$ cat src/rtl/parity_mem.sv
module parity_mem #(
  parameter int DW    = 8,
  parameter int DEPTH = 16,
  localparam int AW   = $clog2(DEPTH),
  localparam int SW   = $clog2(DW)
) (
  input  logic          clk,
  input  logic          rst_n,
  input  logic [AW-1:0] addr,
  input  logic          wr_en,
  input  logic [DW-1:0] wr_data,
  input  logic          rd_en,
  input  logic          inj_en,
  input  logic [SW-1:0] inj_sel,
  input  logic          irq_clr,
  output logic [DW-1:0] rd_data,
  output logic          rd_valid,
  output logic          rd_err,
  output logic          irq,
  output logic [AW-1:0] err_addr
);

  logic [DW-1:0] data_arr [DEPTH];
  logic          chk_arr  [DEPTH];
  logic          rd_chk;
  logic [AW-1:0] rd_addr_q;
  logic [DW-1:0] flip;

  assign flip = inj_en ? (DW'(1) << inj_sel) : '0;

  always_ff @(posedge clk) begin
    if (wr_en) begin
      data_arr[addr] <= wr_data ^ flip;
      chk_arr[addr]  <= ~^wr_data;
    end
    if (rd_en) begin
      rd_data   <= data_arr[addr];
      rd_chk    <= chk_arr[addr];
      rd_addr_q <= addr;
    end
  end

  assign rd_err = rd_valid & ~(^{rd_data, rd_chk});

  always_ff @(posedge clk or negedge rst_n) begin
    if (!rst_n) begin
      rd_valid <= 1'b0;
      irq      <= 1'b0;
      err_addr <= '0;
    end else begin
      rd_valid <= rd_en;
      if (rd_err && (!irq || irq_clr)) err_addr <= rd_addr_q;
      if (rd_err)       irq <= 1'b1;
      else if (irq_clr) irq <= 1'b0;
    end
  end

  AST_VALID_AFTER_REQ: assert property (@(posedge clk) disable iff (!rst_n) rd_en |=> rd_valid);
  AST_NO_VALID_IDLE: assert property (@(posedge clk) disable iff (!rst_n) !rd_en |=> !rd_valid);
  AST_ERR_RAISES_IRQ: assert property (@(posedge clk) disable iff (!rst_n) rd_err |=> irq);
  AST_IRQ_STICKY: assert property (@(posedge clk) disable iff (!rst_n) (irq && !irq_clr) |=> irq);
  AST_IRQ_CLEARS: assert property (@(posedge clk) disable iff (!rst_n) (irq_clr && !rd_err) |=> !irq);
  AST_ADDR_HELD: assert property (@(posedge clk) disable iff (!rst_n) (irq && !irq_clr) |=> $stable(err_addr));

endmodule

$ cat config.mk
export PLATFORM = sky130hd
export DESIGN_NAME = parity_mem
export DESIGN_NICKNAME = d
export VERILOG_FILES = /design/src/rtl/parity_mem.sv
export SDC_FILE = /design/constraint.sdc
export NUM_CORES = 1
export LEC_CHECK = 0
export ABC_AREA = 1
export CAP_MARGIN = 20
export CORE_MARGIN = 4
export CORE_UTILIZATION = 32
export CTS_CLUSTER_DIAMETER = 120
export CTS_CLUSTER_SIZE = 20
export DETAILED_ROUTE_END_ITERATION = 7
export PLACE_DENSITY = 0.52
export SLEW_MARGIN = 20
export SYNTH_ARGS = -nofsm -noshare
export SYNTH_HDL_FRONTEND = slang
export SYNTH_SLANG_ARGS = --single-unit
$ cat constraint.sdc
create_clock -name clk -period 3 [get_ports clk]
set_clock_uncertainty 0.2 [all_clocks]
set_input_delay 0.45 -clock clk [delete_from_list [all_inputs] [get_ports clk]]
set_output_delay 0.45 -clock clk [all_outputs]
set_load 0.02 [all_outputs]
Yosys cells after proc, flatten, opt, wreduce, memory -nomap -nowiden
Memory sizes are Yosys's and may differ from the RTL's. A register that Yosys moved wholly into a read port is not among the register bits.
Index checks and enable logic that the tools add are counted.
{"block": "word_totals", "wordCells": 21, "out_inout_bits": 15, "inputBits": 21, "mem_bits_rw": 144, "mem_count": 2, "regBits": 10}
{"name": "data_arr", "depth": 16, "word_bits": 8, "read_ports": 1, "rd_clocked_by_memory_dff": 1, "wr": 1, "line": "23", "source": "logic [DW-1:0] data_arr [DEPTH];"}
{"name": "chk_arr", "depth": 16, "word_bits": 1, "read_ports": 1, "rd_clocked_by_memory_dff": 1, "wr": 1, "line": "24", "source": "logic chk_arr [DEPTH];"}
{"block": "op_classes", "bitwise": 3, "mux": 5, "reduce_logical": 6, "n_shift": 1}
{"operator": "$reduce_xor A9 Y1", "count": 1}
{"operator": "$mux W8", "count": 1}
{"operator": "$reduce_xnor A8 Y1", "count": 1}
{"operator": "$shl A1 B3 Y8 const A", "count": 1}
{"operator": "$xor A8 B8 Y8", "count": 1}
{"operator": "$mux W1", "count": 4}
{"operator": "$reduce_bool A2 Y1", "count": 1}
{"operator": "$and A1 B1 Y1", "count": 1}
{"operator": "$logic_and A1 B1 Y1", "count": 1}
{"operator": "$logic_not A1 Y1", "count": 1}
{"operator": "$logic_or A1 B1 Y1", "count": 1}
{"operator": "$not A1 Y1", "count": 1}

Logic depth before layout (Yosys ltp)
{"block": "logic_depth", "depth_word": 4, "mapped_depth": 12, "depth_no_buf": 12}

Worst setup path after synthesis
OpenSTA, ideal clock, no wires.
{"block": "synth_timing", "path_type": "register to output", "startpoint": "register rd_data[0] (read register of data_arr)", "endpoint": "output rd_err", "path_stages_with_launch": 12, "required_ns": 2.350, "t_arrival_ns": 1.291, "setup_slack_ns": 1.059, "path_buffers": 0, "cell_sequence": "edfxtp_1 nand2_1 inv_1 nor2_1 nand2_1 nand2_1 nand2_1 nand2_1 nand2_1 nand2_2 nand2_1 inv_1"}
{"block": "synth_via", "elab_chain_cells": 3}
{"item": "start: declaration", "line": "16", "source": "output logic [DW-1:0] rd_data,"}
{"item": "$reduce_xor A9 Y1", "line": "43", "source": "assign rd_err = rd_valid & ~(^{rd_data, rd_chk});"}
{"item": "$not A1 Y1", "line": "43"}
{"item": "$and A1 B1 Y1", "line": "43"}
{"item": "end: declaration", "line": "18", "source": "output logic rd_err,"}
Every way passes these cells.

Worst setup path after layout
{"block": "layout_timing", "startpoint": "register rd_chk (read register of chk_arr)", "endpoint": "output rd_err"}
{"block": "layout_via", "elab_chain_cells": 3}
{"item": "start: declaration", "line": "25", "source": "logic rd_chk;"}
{"item": "$reduce_xor A9 Y1", "line": "43"}
{"item": "$not A1 Y1", "line": "43"}
{"item": "$and A1 B1 Y1", "line": "43"}
Every way passes these cells.

==> impl_metrics.toml <==
[synth]
ys_types = 21
synth_area_per_cell_um2 = 14.5
synth_warnings = 0
yosysTopAreaCellShare_pct = 72.6
synth_area_leaders = "edfxtp_1 73%, a22oi_1 7.3%, nand2_1 6.5%"
ys_seq_area_share_pct = 74.9
mappedNetlistNets = 468
syn_inst = 447
ys_seq_elements = 163
syn_area_um2 = 6490
yosysTopAreaCell = "edfxtp_1"

[placed_design]
hpwl_mm = 9.32
gp_congestion = 0.797
dp.cells = 763
numPortBuffers = 35

[power_and_ir_drop]
p_clk_share_pct = 40.4
p_int_mw = 4.22
p_total_mw = 5.44
combPwrFrac_pct = 10.4
seq_power_share_pct = 49.2
powerDensity_nw_per_um2 = 689
switching_share_pct = 22.4
p_switching_mw = 1.22
leakage_nw = 2.78
ir_drop_v = 0.000320

[global_route]
grt_usage_pct = 13.4
grt_pass1_wl_mm = 22.0
grt_max_degree = 38
grt-ovfl-total = 0
grt_pass1_vias = 3801
antenna_found_initial = 0

[finish]
final_common_cell = "edfxtp_1"
regArea_um2 = 4860
drive_gt1_share_pct = 13.6
utilization_pct = 40.0
synthToLayoutAreaGrowth_pct = 21.4
fillCellCount = 1796
layout_common_cells = "157 x edfxtp_1, 113 x nand2_1, 63 x a22oi_1"
antenna_cells = 0
layout.nets = 538
final_cells = 793
multi_input_area_um2 = 1420

[critical_path]
path_class = "register to output pin"
end_kind = "output pin"
cp_max_fo = 6
crit_required_ns = 2.35
rrSetupSlack_ns = 1.33
critPathLaunchType = "register"
arrival_ns = 1.85

[timing]
relSlewSlack_pct = 61.1
finalSetupTns_ns = 0
timing.fmax_ghz = 0.400
grt_setup_unrepaired = "no"
setup_viol = 0
period_share_pct = 83.3
whs_ns = 0.0659
finalMaxSlewViolations = 0
hold_viol_final = 0
min_period_ns = 2.50
tightestPinTransition_ns = 0.581

[clocking]
cts.sinks = 163
htree_num_levels = 4
tritoncts = "done"
clock_latency_ns = 0.43
cts_buffers = 17
clockBufferDepth = 2
clk_pin_slew_worst_paths_ns = 0.06
cts-root-buf = "clkbuf_16"

[detailed_routing]
drtIter0Drc = 248
drtPass1Iterations = 5
wirelength_mm = 14.3
vias_per_cell = 4.79
dr_total_vias = 3798
wire_per_inst_um = 18.1
antenna_left = 0
drc = 0

[die]
fp.dieH_um = 150
initial_core_util_pct = 32.9
io_pins = 36
rows = 51
die_w_um = 150
die_area_um2 = 22600
core_um2 = 19700

[run_status]
outcome = "completed"

[job]
drv_cap = 0

[min_path]
hp-class = "primary input to asynchronous set/reset pin"
stage by stage:
| step | area, µm² | setup slack, ns |
|---|---|---|
| 2_1_floorplan | 6490 | 1.06 |
| 3_3_place_gp | 7290 | 0.336 |
| 3_5_place_dp | 7290 | 0.322 |
| 4_1_cts | 7880 | 0.0899 |
| 5_1_grt | 7880 | 0.308 |
| 6_report | 7880 | 0.502 |
cells in the mapped netlist, drive strengths merged:
library cell / instances
clkinv: 3
edfxtp: 157
a22oi: 72
buf: 12
nand4: 13
xnor2: 15
xor2: 4
nor2: 26
nand2: 116
nand3: 5
inv: 17
nor3: 1
dfrtp: 6
what timing repair did:
action,CTS,global route
setup endpoints to repair,0,1
setup buffers,0,0
resized for setup,0,1
hold buffers,0,0
worst paths after layout:
check | from | to | cells after the start
max | rd_chk | rd_err | 12
min | rst_n | irq | 1
max reg2reg | rd_chk | err_addr[3] | 12
min reg2reg | err_addr[2] | err_addr[2] | 2
max in group asynchronous | rst_n | rd_valid | 1
min in group clk | err_addr[2] | err_addr[2] | 2
metal layers:
metal  up-vias  wire length, µm  global-route usage (%)
li1       1804                -                       -
met1      1872             6460                    17.8
met2       104             6850                    21.2
met3        18              783                    3.55
met4         0              238                    5.12
met5         -                0                       0
critical path, cell delays in order, from the launching register on:
cell and delay (ns):
edfxtp_1 0.42, nand2_1 0.11, inv_1 0.04, nor2_1 0.08, nand2_1 0.07, nand2_1 0.06, nand2_1 0.06, nand2_1 0.05
nand2_1 0.06, nand2_2 0.12, nand2_1 0.08, inv_1 0.06, dlymetal6s2s_1 0.21
logic make-up after synthesis:
logic type | after synthesis | synth area share (%)
AOI/OAI and AO/OA | 72 | 9.02
xor gates and xnor gates | 19 | 2.56
buffers and inverters | 32 | 3.18
DFF | 163 | 74.9
and+or+nand+nor | 161 | 10.3
area by class of cell:
type                       instances  area share, %
clock inverter                    12           2.08
multi-input combinational        252           18.1
sequential                       163           61.7
timing repair buffer              63           7.46
tap                              265           4.21
inverter                          20           1.05
clock buffer                      18           5.44
flip-flops by register name, summed over array words and instances (netlist names):
name and cells:
data_arr 128, chk_arr 16, rd_data 8, err_addr 4, rd_addr_q 4, irq 1
rd_chk 1, rd_valid 1
power groups by stage:
stage | combinational (mW) | clock [mW] | sequential [mW]
6_report | 0.568 | 2.19 | 2.67
5_1_grt | 0.627 | 2.34 | 2.68
4_1_cts | 0.581 | 2.24 | 2.68
3_5_place_dp | 0.580 | 0 | 2.72
3_3_place_gp | 0.574 | 0 | 2.72
2_1_floorplan | 0.258 | 0 | 2.77
Power figures use the tool's default switching activity.
